File: config.mk
export PLATFORM = sky130hd
export DESIGN_NAME = progctr_stack
export DESIGN_NICKNAME = d
export VERILOG_FILES = /design/src/rtl/progctr_pkg.sv /design/src/rtl/progctr_rstsync.sv /design/src/rtl/progctr_seq.sv /design/src/rtl/progctr_ras.sv /design/src/rtl/progctr_pcreg.sv /design/src/rtl/progctr_stack.sv
export SDC_FILE = /design/constraint.sdc
export NUM_CORES = 1
export LEC_CHECK = 0
export BUFFER_PORTS_ARGS = -buffer_cell sky130_fd_sc_hd__buf_2
export CORE_ASPECT_RATIO = 1.1
export CORE_MARGIN = 5
export CORE_UTILIZATION = 40
export CTS_BUF_LIST = sky130_fd_sc_hd__clkbuf_4 sky130_fd_sc_hd__clkbuf_8
export DETAILED_ROUTE_END_ITERATION = 16
export GPL_ROUTABILITY_DRIVEN = 0
export GPL_TIMING_DRIVEN = 0
export PLACE_DENSITY = 0.68
export SYNTH_ARGS = -nofsm -noshare
export SYNTH_HDL_FRONTEND = slang
export SYNTH_SLANG_ARGS = --single-unit
File: constraint.sdc
create_clock -name clk -period 1.7 [get_ports clk]
set_input_delay 0.51 -clock clk [delete_from_list [all_inputs] [get_ports clk]]
set_output_delay 0.51 -clock clk [all_outputs]
set_load 0.02 [all_outputs]
File: src/rtl/progctr_pkg.sv
package progctr_pkg;
  typedef enum logic [1:0] {
    PC_STEP = 2'd0,
    PC_CALL = 2'd1,
    PC_RET  = 2'd2,
    PC_HOLD = 2'd3
  } pc_op_e;
endpackage

File: src/rtl/progctr_rstsync.sv
module progctr_rstsync (
  input  logic clk,
  input  logic rst_n,
  output logic rst_n_o
);
  logic [1:0] sync_q;

  always_ff @(posedge clk or negedge rst_n) begin
    if (!rst_n) sync_q <= 2'b00;
    else        sync_q <= {sync_q[0], 1'b1};
  end

  assign rst_n_o = sync_q[1];
endmodule

File: src/rtl/progctr_seq.sv
module progctr_seq
  import progctr_pkg::*;
(
  input  logic   clk,
  input  logic   rst_n,
  input  logic   stall_i,
  input  logic   call_i,
  input  logic   ret_i,
  output pc_op_e op_o,
  output logic   busy_o
);
  logic busy_q, busy_d;
  pc_op_e op;

  // Decode: stall and flush both hold; call has priority over return.
  always_comb begin
    if (stall_i || busy_q) op = PC_HOLD;
    else if (call_i)       op = PC_CALL;
    else if (ret_i)        op = PC_RET;
    else                   op = PC_STEP;
  end

  always_comb begin
    busy_d = busy_q;
    if (!stall_i) busy_d = (op == PC_CALL) || (op == PC_RET);
  end

  always_ff @(posedge clk or negedge rst_n) begin
    if (!rst_n) busy_q <= 1'b0;
    else        busy_q <= busy_d;
  end

  assign op_o   = op;
  assign busy_o = busy_q;
endmodule

File: src/rtl/progctr_ras.sv
module progctr_ras #(
  parameter  int DEPTH = 8,
  parameter  int W     = 11,
  localparam int PTR_W = (DEPTH > 1) ? $clog2(DEPTH) : 1,
  localparam int CNT_W = $clog2(DEPTH + 1)
) (
  input  logic             clk,
  input  logic             rst_n,
  input  logic             push_i,
  input  logic             pop_i,
  input  logic [W-1:0]     wdata_i,
  output logic [W-1:0]     top_o,
  output logic [CNT_W-1:0] depth_o,
  output logic             full_o,
  output logic             empty_o,
  output logic             ovf_o
);
  localparam logic [PTR_W-1:0] PTR_LAST = PTR_W'(DEPTH - 1);
  localparam logic [CNT_W-1:0] CNT_MAX  = CNT_W'(DEPTH);

  logic [PTR_W-1:0] wp_q, wp_d, wp_inc, wp_dec;
  logic [CNT_W-1:0] cnt_q, cnt_d;
  logic             ovf_q, ovf_d;
  logic [W-1:0]     slots [DEPTH];

  assign wp_inc = (wp_q == PTR_LAST) ? '0 : wp_q + 1'b1;
  assign wp_dec = (wp_q == '0) ? PTR_LAST : wp_q - 1'b1;

  assign full_o  = (cnt_q == CNT_MAX);
  assign empty_o = (cnt_q == '0);

  // Slot storage: one register per entry, written when the pointer selects it.
  for (genvar g = 0; g < DEPTH; g++) begin : g_slot
    logic [W-1:0] slot_q;
    logic         we;
    assign we = push_i && (wp_q == PTR_W'(g));
    always_ff @(posedge clk) begin
      if (we) slot_q <= wdata_i;
    end
    assign slots[g] = slot_q;
  end

  always_comb begin
    wp_d  = wp_q;
    cnt_d = cnt_q;
    ovf_d = ovf_q;
    if (push_i) begin
      wp_d = wp_inc;
      if (full_o) ovf_d = 1'b1;
      else        cnt_d = cnt_q + 1'b1;
    end else if (pop_i) begin
      wp_d = wp_dec;
      if (!empty_o) cnt_d = cnt_q - 1'b1;
    end
  end

  always_ff @(posedge clk or negedge rst_n) begin
    if (!rst_n) begin
      wp_q  <= '0;
      cnt_q <= '0;
      ovf_q <= 1'b0;
    end else begin
      wp_q  <= wp_d;
      cnt_q <= cnt_d;
      ovf_q <= ovf_d;
    end
  end

  assign top_o   = slots[wp_dec];
  assign depth_o = cnt_q;
  assign ovf_o   = ovf_q;
endmodule

File: src/rtl/progctr_pcreg.sv
module progctr_pcreg
  import progctr_pkg::*;
#(
  parameter int PC_W     = 11,
  parameter int IMM_W    = 10,
  parameter int PAGE_W   = 8,
  parameter int PAGE_BIT = 2
) (
  input  logic              clk,
  input  logic              rst_n,
  input  pc_op_e            op_i,
  input  logic [IMM_W-1:0]  imm_i,
  input  logic [PAGE_W-1:0] page_i,
  input  logic [PC_W-1:0]   tos_i,
  output logic [PC_W-1:0]   pc_o,
  output logic [PC_W-1:0]   ret_addr_o
);
  logic [PC_W-1:0] pc_q, pc_d, pc_inc, target;

  assign pc_inc = pc_q + 1'b1;
  assign target = PC_W'({page_i[PAGE_BIT], imm_i});

  always_comb begin
    unique case (op_i)
      PC_STEP: pc_d = pc_inc;
      PC_CALL: pc_d = target;
      PC_RET:  pc_d = tos_i;
      default: pc_d = pc_q;
    endcase
  end

  always_ff @(posedge clk or negedge rst_n) begin
    if (!rst_n) pc_q <= '0;
    else        pc_q <= pc_d;
  end

  assign pc_o       = pc_q;
  assign ret_addr_o = pc_inc;
endmodule

File: src/rtl/progctr_stack.sv
module progctr_stack
  import progctr_pkg::*;
#(
  parameter  int PC_W     = 11,
  parameter  int IMM_W    = 10,
  parameter  int PAGE_W   = 8,
  parameter  int PAGE_BIT = 2,
  parameter  int DEPTH    = 8,
  localparam int CNT_W    = $clog2(DEPTH + 1)
) (
  input  logic              clk,
  input  logic              rst_n,
  input  logic              stall_i,
  input  logic              call_i,
  input  logic              ret_i,
  input  logic [IMM_W-1:0]  imm_i,
  input  logic [PAGE_W-1:0] page_i,
  output logic [PC_W-1:0]   pc_o,
  output logic              busy_o,
  output logic [CNT_W-1:0]  depth_o,
  output logic              full_o,
  output logic              empty_o,
  output logic              ovf_o
);
  logic            rst_n_s;
  pc_op_e          op;
  logic [PC_W-1:0] tos, ret_addr;

  progctr_rstsync u_rst (
    .clk     (clk),
    .rst_n   (rst_n),
    .rst_n_o (rst_n_s)
  );

  progctr_seq u_seq (
    .clk     (clk),
    .rst_n   (rst_n_s),
    .stall_i (stall_i),
    .call_i  (call_i),
    .ret_i   (ret_i),
    .op_o    (op),
    .busy_o  (busy_o)
  );

  progctr_ras #(.DEPTH(DEPTH), .W(PC_W)) u_ras (
    .clk     (clk),
    .rst_n   (rst_n_s),
    .push_i  (op == PC_CALL),
    .pop_i   (op == PC_RET),
    .wdata_i (ret_addr),
    .top_o   (tos),
    .depth_o (depth_o),
    .full_o  (full_o),
    .empty_o (empty_o),
    .ovf_o   (ovf_o)
  );

  progctr_pcreg #(.PC_W(PC_W), .IMM_W(IMM_W), .PAGE_W(PAGE_W), .PAGE_BIT(PAGE_BIT)) u_pc (
    .clk        (clk),
    .rst_n      (rst_n_s),
    .op_i       (op),
    .imm_i      (imm_i),
    .page_i     (page_i),
    .tos_i      (tos),
    .pc_o       (pc_o),
    .ret_addr_o (ret_addr)
  );
endmodule

# Word level (Yosys, flattened, before mapping)
# Cells that the tools add are included.
totals:
  reg_bits: 110
  in_bits: 23
  word_cells: 65
  out_inout_bits: 19
classes:
  reduce_logical: 17
  n_mux: 15
  n_bitwise: 1
  n_lt_le_gt_ge: 1
  n_eq_ne: 12
  n_addsub: 5
op_table:
  columns: ["cell", "count"]
  rows:
  - ["11-bit binary-select mux with 3-bit select", 1]
  - ["11-bit one-hot mux with 3 select lines", 1]
  - ["11-bit two-way mux", 2]
  - ["4-bit two-way mux", 4]
  - ["3-bit == test (second input constant)", 4]
  - ["3-bit two-way mux", 4]
  - ["11-bit by 1-bit adder with 11-bit output (second input constant)", 1]
  - ["1-bit logical AND", 8]
  - ["3-bit by 2-bit == test with 1-bit output (second input constant)", 2]
  - ["2-bit two-way mux", 3]
  - ["4-bit by 1-bit adder with 4-bit output (second input constant)", 1]
  - ["4-bit == test (second input constant)", 1]
  - ["4-bit >= comparator (second input constant)", 1]
  - ["4-bit zero test", 1]
  - ["3-bit inverter with 4-bit output", 1]
  - ["4-bit by 1-bit subtractor with 4-bit output (second input constant)", 1]
  - ["3-bit by 1-bit adder with 3-bit output (second input constant)", 1]
  - ["3-bit by 1-bit == test with 1-bit output (second input constant)", 1]
  - ["3-bit zero test", 1]
  - ["3-bit AND reduction", 1]
  - ["3-bit nonzero test", 1]
  - ["3-bit by 1-bit subtractor with 3-bit output (second input constant)", 1]
  - ["2-bit by 1-bit == test with 1-bit output (second input constant)", 1]
  - ["2-bit == test (second input constant)", 1]
  - ["6 further kinds", 7]

# Logic depth before layout (Yosys ltp)
# Gate-level depths: netlist (run 1).
depth:
  word_depth: 7
  depth_mapped: 11
  mapped_depth_nobuf: 10

# By module
# From an unflattened synthesis (run 1), not the netlist that was laid out.
hier_totals:
  cells_unflattened: 335
  hier_area_um2: 5175.0
modules_own_cells:
  columns: ["module", "cells_per_inst", "area_per_inst_um2", "n_inst", "seq_area_each_um2"]
  rows:
  - ["progctr_ras", 211, 4081.4, 1, 2842.7]
  - ["progctr_pcreg", 111, 964.7, 1, 275.3]
  - ["progctr_seq", 8, 60.1, 1, 25.0]
  - ["progctr_rstsync", 3, 53.8, 1, 50.0]
  - ["progctr_stack", 2, 15.0, 1, 0.0]

# Least setup slack after synthesis (run 1)
# Ideal clock, no wire load.
synth_timing:
  path_type: "input port to flip-flop"
  start: "in ret_i"
  end: "reg u_pc.pc_q[7] (netlist: u_pc.pc_o[7])"
  path_slack_ps: -682
  stages: 10
  t_arrival_ps: 2244
  required_ps: 1561
  path_cell_list: "inv_1 o21ai_0 ha_1 buf_2 nor2b_1 buf_6 and2_4 nand2_4 nor3_1 or4_1"
synth_via:
  elab_chain_len: 5
synth_rtl:
  columns: ["item", "line", "rtl"]
  rows:
  - ["start, declared", "progctr_stack.sv:15", "input logic ret_i,"]
  - ["2-bit two-way mux (*)", "progctr_seq.sv:19", "else if (ret_i) op = PC_RET;"]
  - ["2-bit two-way mux (*)", "progctr_seq.sv:18", "else if (call_i) op = PC_CALL;"]
  - ["2-bit two-way mux (*)", "progctr_seq.sv:17", "if (stall_i || busy_q) op = PC_HOLD;"]
  - ["2-bit == test, or another cell as far along", "progctr_pcreg.sv:24", "unique case (op_i)"]
  - ["11-bit one-hot mux with 3 select lines or 3-bit nonzero test (tied branches)", null, null]
  - ["end signal, assigned", "progctr_pcreg.sv:34", "else pc_q <= pc_d;"]
  - ["end, declared", "progctr_pcreg.sv:18", "logic [PC_W-1:0] pc_q, pc_d, pc_inc, target;"]
# Mark *: on every way between the ends. The rest lies on a longest branch, timed or not.
# A chain may end at the register's enable or synchronous reset.

# Worst setup path after layout (run 1)
layout_timing:
  start: "reg u_ras.wp_q[0]"
  end: "reg u_pc.pc_q[8] (netlist: u_pc.pc_o[8])"
layout_via:
  elab_chain_len: 7
layout_rtl:
  columns: ["item", "line", "rtl"]
  rows:
  - ["start, declared", "progctr_ras.sv:21", "logic [PTR_W-1:0] wp_q, wp_d, wp_inc, wp_dec;"]
  - ["start signal, assigned", "progctr_ras.sv:63", "wp_q <= wp_d;"]
  - ["3-bit by 1-bit subtractor with 3-bit output or 3-bit zero test (tied branches)", "progctr_ras.sv:27", "assign wp_dec = (wp_q == '0) ? PTR_LAST : wp_q - 1'b1;"]
  - ["3-bit two-way mux (*)", "progctr_ras.sv:27", null]
  - ["3-bit inverter with 4-bit output (not written as such) (*)", "progctr_ras.sv:69", "assign top_o = slots[wp_dec];"]
  - ["11-bit binary-select mux with 3-bit select (*)", "progctr_ras.sv:69", null]
  - ["11-bit two-way mux (not written as such) (*) (2 in series)", "progctr_ras.sv:69", null]
  - ["11-bit one-hot mux with 3 select lines (*)", "progctr_pcreg.sv:24", null]
# Mark *: on every way between the ends. The rest lies on a longest branch, timed or not. The select of a mux whose other input is x is not followed.

==> run summary, run 1 <==
### Place
- 9.42 mm — half-perimeter wire length of the detailed placement result
- 0.00590 mm² — post-place instance area
- 34 — buffers added on ports
- 625 — placed cell count

### Flow run
- 0 — max-cap viol count

### Global routing
- 21 — maximum number of pins on one net before global-route repair
- 0 — number of antenna violations at the first check in global routing
- 25.4 mm — first-pass GRT wire length
- 21.4% — global-route usage over all layers
- 0 — aggregate global routing overflow
- 4239 — via count of the first global-routing pass

### Worst hold path
- 2 — worst hold path stage count
- stall_i — startpoint of the tightest hold check path
- input pin to flip-flop — worst min-delay path category
- u_seq.busy_o — Endpoint, Worst Hold

### Setup path
- 7 — highest fanout seen on the critical path
- u_pc.pc_o[8] — terminus of the critical flop-to-flop path
- flip-flop to flip-flop — worst setup path category
- 5 — combined buffer and inverter count along the critical path
- inv_4 -> buf_12 -> buf_4 -> ha_4 -> buf_8 -> xnor2_4 -> buf_6 -> a221oi_2 -> o22ai_1 -> o21ai_1 -> a211o_1 — critical path cell sequence
- 11 — path depth of the worst reg2reg path
- flip-flop — category of the worst setup path launch point
- u_ras.wp_q[0] — launching point of the worst reg2reg path
- 1.98 ns — worst endpoint required time
- 2.52 ns — data arrival time of the critical path
- 0.43 ns — largest stage delay on the critical path
- flip-flop — Worst setup EP type
- -0.54 ns — setup slack, reg-to-reg
- sky130_fd_sc_hd__dfrtp_2 — crit path max-delay cell type
- compound AO/OA/AOI/OAI gates — cell family contributing the most delay on the critical path

### Status
- finished, violations left — outcome
- setup timing — violations in the final reports

### Floorplan
- 42 — Top-Level Pins
- 0.0131 mm² — core footprint
- 0.0157 mm² — die area
- 120 µm — die extent in x
- 40.5% — Initial Utilization
- 44 — standard-cell row count
- 131 µm — Die Y

### Drt
- 4540 — Vias
- 6.62 mm — M1 wire length
- met4 — top sig layer
- 0 — DRC Markers
- 6.22 — via/cell ratio
- 1.76 mm — Met3 Wirelength
- 8.70 mm — DR WL met2
- 17.9 mm — wire length after detailed routing
- 24.6 µm — average routed wire per standard cell
- 0 — Detail Route Antenna Nets
- 5 — number of search-and-repair iterations in the first detailed-routing pass
- 655 — number of DRC markers in iteration 0

### Power and ir drop
- 2050 mW/mm² — Power per Cell Area
- 0.0157 W — post-route total power
- 2.82 nW — leak pwr
- 0.738 mV — peak ir drop on the vdd network

### Timing
- 0.0198 ns — worst setup skew after layout
- 0 — final hold violations
- 0.358 ns — hold_ws
- -0.538 ns — min setup slack post-route
- true — RSZ-0062 raised after global routing
- 2.24 ns — final critical delay including setup and external delays
- 0.933 ns — transition time at the pin with the least slew margin
- -19.96 ns — Post-Route Setup TNS
- 37.8% — worst rel slew slack
- 108 — number of setup violations in the final report
- 132% — Period Utilization, post-route
- 0.447 GHz — highest attainable clock frequency
- 0 — number of pins exceeding their max-slew limit in the final report

### Synthesis
- 0.00531 mm² — netlist area before placement
- 430 — post-synthesis cell count
- 88 — number of enable flip-flop cells after synthesis
- 12.3 µm² — mean cell area of the mapped netlist
- sky130_fd_sc_hd__edfxtp_1 — primary flip-flop cell chosen by synthesis mapping
- 110 — number of synthesized register bits
- 0 — Yosys warnings
- 467 — synthesized netlist net count
- 61 — number of distinct standard cells referenced by the synthesized netlist
- 60.2% — share of synthesized area occupied by flip-flops and latches
- 20.0% — async set or reset register ratio after synthesis

### Clock network
- 9 — CTS Buf Count
- 0.39 ns — worst-skew pair later-pin latency
- 3 — deepest level of the CTS H-tree
- sky130_fd_sc_hd__clkbuf_8 — CTS root buf
- 2 — maximum number of buffers from clock root to sink
- done — clock tree from TritonCTS
- 0.11 ns — Reg clk slew, reported paths
- 110 — clock tree sinks

### Final layout
- 0 — antenna diode count
- 730 — post-route insts no fill
- 52.4% — proportion of layout cells with a drive suffix above 1
- 601 — Layout Nets
- 939 — filler cell count
- 44.2% — area growth from synthesis to layout
- 0.00765 mm² — final instance area

[report_power, final]
| group | internal [W] | total (W) | leakage (nW) | switching (W) |
|---|---|---|---|---|
| clock network | 0.000727 | 0.00169 | 0.109 | 0.000960 |
| logic | 0.00454 | 0.00978 | 1.68 | 0.00524 |
| registers | 0.00375 | 0.00423 | 1.03 | 0.000478 |
[synth_stat cells, drive strengths merged (5+ instances only)]
library cell	number	area, µm²
mux2	8	90.1
a221oi	5	43.8
or4	5	37.5
and2	6	40.0
mux2i	9	90.1
and3	6	37.5
nor2b	6	45.0
o22ai	11	68.8
or3	12	75.1
dfrtp	22	551
ha	14	175
o21ai	28	144
o221ai	8	70.1
nand2	30	123
buf	18	126
a32oi	5	43.8
clkbuf	8	31.3
edfxtp	88	2640
a21oi	24	120
nand2b	6	37.5
nor2	20	75.1
xnor2	8	77.6
a31oi	5	31.3
a211oi	10	75.1
nand3	7	57.6
inv	16	60.1
nor3	12	60.1
[layout make-up]
cell class                 instances  area (µm²)  share of cell area (%)
clock inverter                     6        80.1                    1.05
buffer                            20         265                    3.47
multi-input combinational        286        2630                    34.3
timing repair buffer             121        1060                    13.8
sequential                       110        3210                    41.9
inverter                          16        78.8                    1.03
tap                              161         201                    2.63
clock buffer                      10         131                    1.72
[logic make-up (layout without fill, tap and decap cells)]
group           after synthesis  after routing  share of synthesized area, %
fa+ha+maj                    14             14                          3.30
buf+inv                      42            173                          4.10
flops                       110            110                          60.2
xor+xnor                     12             12                          2.12
mux                          17             17                          3.40
other cells                   1              1                        0.0707
compound gates              117            117                          14.8
simple gates                117            125                          12.0
[worst register-to-register path, delay by kind of cell (launching register included)]
kind,cells,cell delay (ns)
AOI/OAI and AO/OA,4,0.66
buffers and inverters,5,0.60
DFF,1,0.43
xor gates and xnor gates,1,0.28
adders and majority gates,1,0.16
[through the flow]
step / util [%] / setup slack (ns)
floorplan: - / -0.485
global placement: 45.1 / -0.806
detailed placement: 45.1 / -0.829
CTS: 54.2 / -0.465
global route: 58.4 / -0.561
finish: 58.4 / -0.538
[cell usage in the layout (no fill, tap or decap), drive strengths merged, types with 14 or more instances in the layout]
cell type	n
a21oi	24
o21ai	28
buf	134
inv	16
dfrtp	22
nand2	30
ha	14
nor2	20
edfxtp	88
clkbuf	16
[state kept, by name (all words and copies together), names as in the netlist]
signal               cells
u_rst.sync_q             2
u_ras.ovf_o              1
u_ras.wp_q               3
u_ras.depth_o            4
u_seq.busy_o             1
u_pc.pc_o               11
u_ras.g_slot.slot_q     88
[layer usage]
| layer | vias up | track usage [%] |
|---|---|---|
| li1 | 1921 | - |
| met1 | 2234 | 27.1 |
| met2 | 320 | 35.7 |
| met3 | 65 | 3.57 |
| met4 | 0 | 11.0 |
| met5 | - | 0 |
[repair_timing]
| action | in CTS | in global routing |
|---|---|---|
| endpoints found under the hold margin | 2 | 0 |
| hold buffers | 1 | 0 |
| setup endpoints to repair | 164 | 142 |
| pin swaps | 51 | 48 |
| cloned | 11 | 2 |
| setup buffers | 50 | 35 |
| resized for setup | 123 | 79 |
[worst max-delay path by stage]
| stage | cells after the start | endpoint | from | slack, ns |
|---|---|---|---|---|
| global placement | 11 | u_pc.pc_o[7] | stall_i | -0.81 |
| floorplan | 10 | u_pc.pc_o[7] | stall_i | -0.48 |
| global route | 10 | u_pc.pc_o[7] | u_ras.wp_q[0] | -0.56 |
| CTS | 9 | u_pc.pc_o[7] | u_ras.wp_q[0] | -0.46 |
| finish | 11 | u_pc.pc_o[8] | u_ras.wp_q[0] | -0.54 |
| detailed placement | 11 | u_pc.pc_o[7] | stall_i | -0.83 |
Power figures use the tool's default switching activity.
==> run 2, diff against run 1 <==
BUFFER_PORTS_ARGS = -buffer_cell sky130_fd_sc_hd__buf_4   (was -buffer_cell sky130_fd_sc_hd__buf_2)
RECOVER_POWER = 50   (was default)
clock period = 2.8 ns   (was 1.7 ns; I/O delays follow)
==> run 2 against run 1 <==
The run now ends clean. Sequential power decreased by 40%. Critical endpoint is now u_pc.pc_o[3]. First-iteration DRC count shrank 33%. Clock power fell by 34%. Worst setup slack improved by 0.61 ns. Sequential share of layout area increased by 12 points. Highest routed layer unchanged. Maximum frequency is 18% lower. Global-route usage decreased by 3.1 points. Largest cell class unchanged.
==> run summary, run 2 (synthesis results as in run 1) <==
### Drt
- 0 — DRC Markers
- 442 — number of DRC markers in iteration 0
- 5.89 — via/cell ratio
- 13.9 mm — wire length after detailed routing
- 5 — number of search-and-repair iterations in the first detailed-routing pass
- 0 — Detail Route Antenna Nets
- 21.7 µm — average routed wire per standard cell
- 3773 — Vias

### Timing
- 0 — final hold violations
- 39.0% — worst rel slew slack
- true — RSZ-0062 raised after global routing
- 2.73 ns — final critical delay including setup and external delays
- 0 — number of pins exceeding their max-slew limit in the final report
- 0.208 ns — hold_ws
- 0.0140 ns — worst setup skew after layout
- 0.367 GHz — highest attainable clock frequency
- 0 — number of setup violations in the final report
- 97.4% — Period Utilization, post-route
- 0.909 ns — transition time at the pin with the least slew margin

### Clock network
- 3 — deepest level of the CTS H-tree
- 9 — CTS Buf Count
- done — clock tree from TritonCTS
- 0.39 ns — worst-skew pair later-pin latency
- 0 — number of buffers inserted by hold repair at cts
- 0.11 ns — Reg clk slew, reported paths
- sky130_fd_sc_hd__clkbuf_8 — CTS root buf
- 2 — maximum number of buffers from clock root to sink
- 110 — clock tree sinks
- 0 — Post-CTS Setup Bufs

### Setup path
- inv_1 -> clkbuf_4 -> ha_2 -> buf_4 -> buf_6 -> a2111oi_2 -> a211oi_1 -> or3_1 — critical path cell sequence
- flip-flop — category of the worst setup path launch point
- buffers and inverters — cell family contributing the most delay on the critical path
- 2.99 ns — data arrival time of the critical path
- 12 — highest fanout seen on the critical path
- sky130_fd_sc_hd__dfrtp_2 — crit path max-delay cell type
- 0.49 ns — largest stage delay on the critical path
- 4 — combined buffer and inverter count along the critical path
- flip-flop to flip-flop — worst setup path category
- 8 — number of cells on the critical path
- 8 — path depth of the worst reg2reg path
- 3.06 ns — worst endpoint required time
- flip-flop — Worst setup EP type

### Floorplan
- 120 µm — die extent in x
- 0.0131 mm² — core footprint
- 44 — standard-cell row count
- 40.5% — Initial Utilization
- 131 µm — Die Y
- 0.0157 mm² — die area
- 42 — Top-Level Pins

### Global routing
- 3825 — via count of the first global-routing pass
- 18.3% — global-route usage over all layers
- 0 — number of antenna violations at the first check in global routing
- 0 — aggregate global routing overflow
- 21 — maximum number of pins on one net before global-route repair
- 21.8 mm — first-pass GRT wire length

### Power and ir drop
- 1170 mW/mm² — Power per Cell Area
- 2.12 nW — leak pwr
- 0.397 mV — peak ir drop on the vdd network

### Final layout
- 15.6% — proportion of layout cells with a drive suffix above 1
- 641 — post-route insts no fill
- 0 — antenna diode count
- 512 — Layout Nets
- 88 — max FFs per register
- u_ras.g_slot.slot_q — largest register by flop count
- 12.0% — area growth from synthesis to layout
- sky130_fd_sc_hd__edfxtp_1 — commonest non-fill, non-tap cell in the layout
- 1190 — filler cell count
- 0.00319 mm² — flip-flop and latch area
- sky130_fd_sc_hd__edfxtp_1, sky130_fd_sc_hd__nand2_1, sky130_fd_sc_hd__clkbuf_1 — commonest cells after routing, fill and taps aside
- 0.00190 mm² — multi-input combinational cell area

### Place
- 9.71 mm — half-perimeter wire length of the detailed placement result
- 34 — buffers added on ports
- 625 — placed cell count

### Flow run
- 0 — max-cap viol count

### Status
- complete, no violations — outcome

### Worst hold path
- input pin to asynchronous set/reset pin — worst min-delay path category

run 2: changes by cell type in the layout (fill, tap and decap cells not counted), moves of 8 or more:
cell                       change
sky130_fd_sc_hd__buf_4        -30
sky130_fd_sc_hd__buf_6        -30
sky130_fd_sc_hd__buf_2        -27
sky130_fd_sc_hd__clkbuf_1     +26
sky130_fd_sc_hd__o21ai_0      +13
sky130_fd_sc_hd__and3_4       -11
sky130_fd_sc_hd__dfrtp_1      +11
sky130_fd_sc_hd__dfrtp_2      -11
sky130_fd_sc_hd__o21ai_2       -9
sky130_fd_sc_hd__a21oi_1       +8
sky130_fd_sc_hd__ha_1          +8
sky130_fd_sc_hd__nand2_1       +8
run 2: power breakdown:
| group | leakage, nW | switching [W] | internal (W) | total, W |
|---|---|---|---|---|
| clock network | 0.117 | 0.000546 | 0.000567 | 0.00111 |
| logic | 0.956 | 0.00215 | 0.00117 | 0.00331 |
| registers | 1.04 | 0.000255 | 0.00227 | 0.00252 |
run 2: worst paths after layout:
path	startpoint	endpoint	slack, ns
max reg2reg	u_ras.wp_q[0]	u_pc.pc_o[3]	0.07
max in group asynchronous	u_rst.sync_q[1]	u_ras.wp_q[0]	1.78
min in group clk	u_rst.sync_q[0]	u_rst.sync_q[1]	0.37
min reg2reg	u_rst.sync_q[0]	u_rst.sync_q[1]	0.37
max	u_ras.wp_q[0]	u_pc.pc_o[3]	0.07
min	rst_n	u_rst.sync_q[1]	0.21
run 2: layer usage:
| layer | global-route usage (%) | share of wire, % | vias up |
|---|---|---|---|
| li1 | - | - | 1719 |
| met1 | 23.0 | 41 | 1852 |
| met2 | 30.6 | 47 | 163 |
| met3 | 2.76 | 7.5 | 39 |
| met4 | 10.0 | 4.0 | 0 |
| met5 | 0 | 0 | - |
run 2: cell type report:
cell class / count / share of cell area, %
clock buffers: 12 / 2.67
multi-input cells: 278 / 32.0
inverters: 16 / 1.01
repair buffers: 34 / 3.16
clock inverters: 4 / 1.28
flip-flops and latches: 110 / 53.8
plain buffers: 26 / 2.67
well taps: 161 / 3.39
run 2: metrics by stage:
step           utilization, %  TNS, ns  worst slack [ns]  area, µm²  power [W]
2_1_floorplan               -        0            0.0876       5310    0.00476
3_3_place_gp             44.0   -20.33            -0.570       5760    0.00578
3_5_place_dp             44.0   -26.86            -0.637       5760    0.00589
4_1_cts                  45.8        0            0.0347       6000    0.00699
5_1_grt                  45.3  -0.0501           -0.0275       5940    0.00733
6_report                 45.3        0            0.0717       5940    0.00695
run 2: repair_timing:
item	4_1_cts	5_1_grt
setup endpoints to repair	28	33
resized for setup	4	6
pin swaps	0	0
==> run 3, diff against run 2 <==
REMOVE_ABC_BUFFERS = 1   (was default)
==> run 3 against run 2 <==
Maximum frequency is 1.6% higher. Flip-flop and latch count stayed put. Final cell count down 3.3%. Non-clock buffer count down 21. Clock skew down 0.0039 ns. Power decreased by 4.6%. Hold slack gained 0.014 ns. Combinational power shrank 6.6%. Final area decreased by 2.0%. Utilization fell by 0.92 points. Die area unchanged. Largest cell class unchanged. Highest routed layer unchanged.
==> run summary, run 3 (synthesis results as in run 1) <==
### Status
- complete, no violations — outcome

### Floorplan
- 0.0131 mm² — core footprint
- 0.0157 mm² — die area
- 40.5% — Initial Utilization
- 44 — standard-cell row count
- 131 µm — Die Y
- 42 — Top-Level Pins
- 120 µm — die extent in x

### Clock network
- 0.38 ns — worst-skew pair later-pin latency
- 0.11 ns — Reg clk slew, reported paths
- 110 — clock tree sinks
- sky130_fd_sc_hd__clkbuf_8 — CTS root buf
- 9 — CTS Buf Count
- done — clock tree from TritonCTS
- 0 — number of buffers inserted by hold repair at cts
- 3 — deepest level of the CTS H-tree
- 2 — maximum number of buffers from clock root to sink

### Timing
- 0.0102 ns — worst setup skew after layout
- 34.7% — worst rel slew slack
- 0.221 ns — hold_ws
- 0 — final hold violations
- 95.9% — Period Utilization, post-route
- 0.372 GHz — highest attainable clock frequency
- 2.69 ns — final critical delay including setup and external delays
- 0 — number of setup violations in the final report
- 0 — number of pins exceeding their max-slew limit in the final report
- 0.979 ns — transition time at the pin with the least slew margin
- false — RSZ-0062 raised after global routing

### Setup path
- 2.70 ns — data arrival time of the critical path
- 0.12 ns — setup slack, reg-to-reg
- input pin — category of the worst setup path launch point
- 2.81 ns — worst endpoint required time
- flip-flop — Worst setup EP type
- 7 — path depth of the worst reg2reg path
- u_pc.pc_o[7] — terminus of the critical flop-to-flop path
- input pin to flip-flop — worst setup path category
- u_ras.wp_q[0] — launching point of the worst reg2reg path
- 17 — highest fanout seen on the critical path

### Drt
- 21.5 µm — average routed wire per standard cell
- 5.91 — via/cell ratio
- 3664 — Vias
- 0 — DRC Markers
- 5 — number of search-and-repair iterations in the first detailed-routing pass
- 262 — number of DRC markers in iteration 0
- 13.3 mm — wire length after detailed routing
- 0 — Detail Route Antenna Nets

### Final layout
- 491 — Layout Nets
- 9.69% — area growth from synthesis to layout
- 0.00320 mm² — flip-flop and latch area
- 88 — max FFs per register
- 0.00582 mm² — final instance area
- 0 — antenna diode count
- 13.9% — proportion of layout cells with a drive suffix above 1
- sky130_fd_sc_hd__edfxtp_1 — commonest non-fill, non-tap cell in the layout
- sky130_fd_sc_hd__edfxtp_1, sky130_fd_sc_hd__nand2_1, sky130_fd_sc_hd__o21ai_0 — commonest cells after routing, fill and taps aside
- 0.00193 mm² — multi-input combinational cell area
- 1228 — filler cell count
- u_ras.g_slot.slot_q — largest register by flop count

### Power and ir drop
- 0.587 mV — peak ir drop on the vdd network
- 0.00663 W — post-route total power
- 2.03 nW — leak pwr
- 1140 mW/mm² — Power per Cell Area

### Place
- 34 — buffers added on ports
- 8.14 mm — half-perimeter wire length of the detailed placement result
- 0.00561 mm² — post-place instance area

### Global routing
- 17.3% — global-route usage over all layers
- 0 — number of antenna violations at the first check in global routing
- 28 — maximum number of pins on one net before global-route repair
- 0 — aggregate global routing overflow
- 20.3 mm — first-pass GRT wire length
- 3570 — via count of the first global-routing pass

### Flow run
- 0 — max-cap viol count

### Worst hold path
- input pin to asynchronous set/reset pin — worst min-delay path category

[run 3: layer usage]
layer / GRT usage, % / share of wire [%]
met1: 21.0 / 39
met2: 30.6 / 50
met3: 2.84 / 7.1
met4: 7.55 / 3.4
met5: 0 / 0
[run 3: cell type report]
class / instances / area share [%]
repair buffers: 39 / 4.13
clock inverters: 7 / 1.16
clock buffers: 9 / 2.13
flip-flops and latches: 110 / 54.9
well taps: 161 / 3.46
multi-input cells: 278 / 33.1
inverters: 16 / 1.10
[run 3: critical path, stage by stage]
cell,delay (ns)
sky130_fd_sc_hd__clkbuf_4,0.12
sky130_fd_sc_hd__nor2_1,0.13
sky130_fd_sc_hd__o21ai_1,0.17
sky130_fd_sc_hd__inv_1,0.12
sky130_fd_sc_hd__ha_1,0.56
sky130_fd_sc_hd__and2_1,0.75
[run 3: worst max-delay path by stage]
stage                                     end           from  depth (start not counted)  slack (ns)
floorplan                       u_pc.pc_o[10]  u_ras.wp_q[0]                          7       -0.95
global placement                u_pc.pc_o[10]  u_ras.wp_q[0]                          7       -2.32
detailed placement              u_pc.pc_o[10]  u_ras.wp_q[0]                          7       -1.86
CTS                             u_pc.pc_o[10]  u_ras.wp_q[0]                          7        0.02
global route                 u_ras.depth_o[3]        stall_i                          9        0.01
finish              u_ras.g_slot[0].slot_q[2]        stall_i                          6        0.11
[run 3: per-stage QoR]
stage | utilization, % | instances | setup slack, ns | TNS [ns]
finish | 44.4 | 620 | 0.114 | 0
global placement | 42.8 | 599 | -2.32 | -49.77
detailed placement | 42.8 | 599 | -1.86 | -47.77
floorplan | - | 404 | -0.946 | -7.39
CTS | 44.8 | 619 | 0.0237 | 0
global route | 44.4 | 620 | 0.0150 | 0
[run 3: power breakdown]
part / switching [W] / internal (W)
combinational: 0.00197 / 0.00113
clock: 0.000574 / 0.000345
sequential: 0.000350 / 0.00227
total: 0.00289 / 0.00374
[run 3: what timing repair did]
item	4_1_cts	5_1_grt
setup endpoints to repair	58	21
resized for setup	8	2
setup buffers	4	1
endpoints found under the hold margin	0	0
pin swaps	1	1
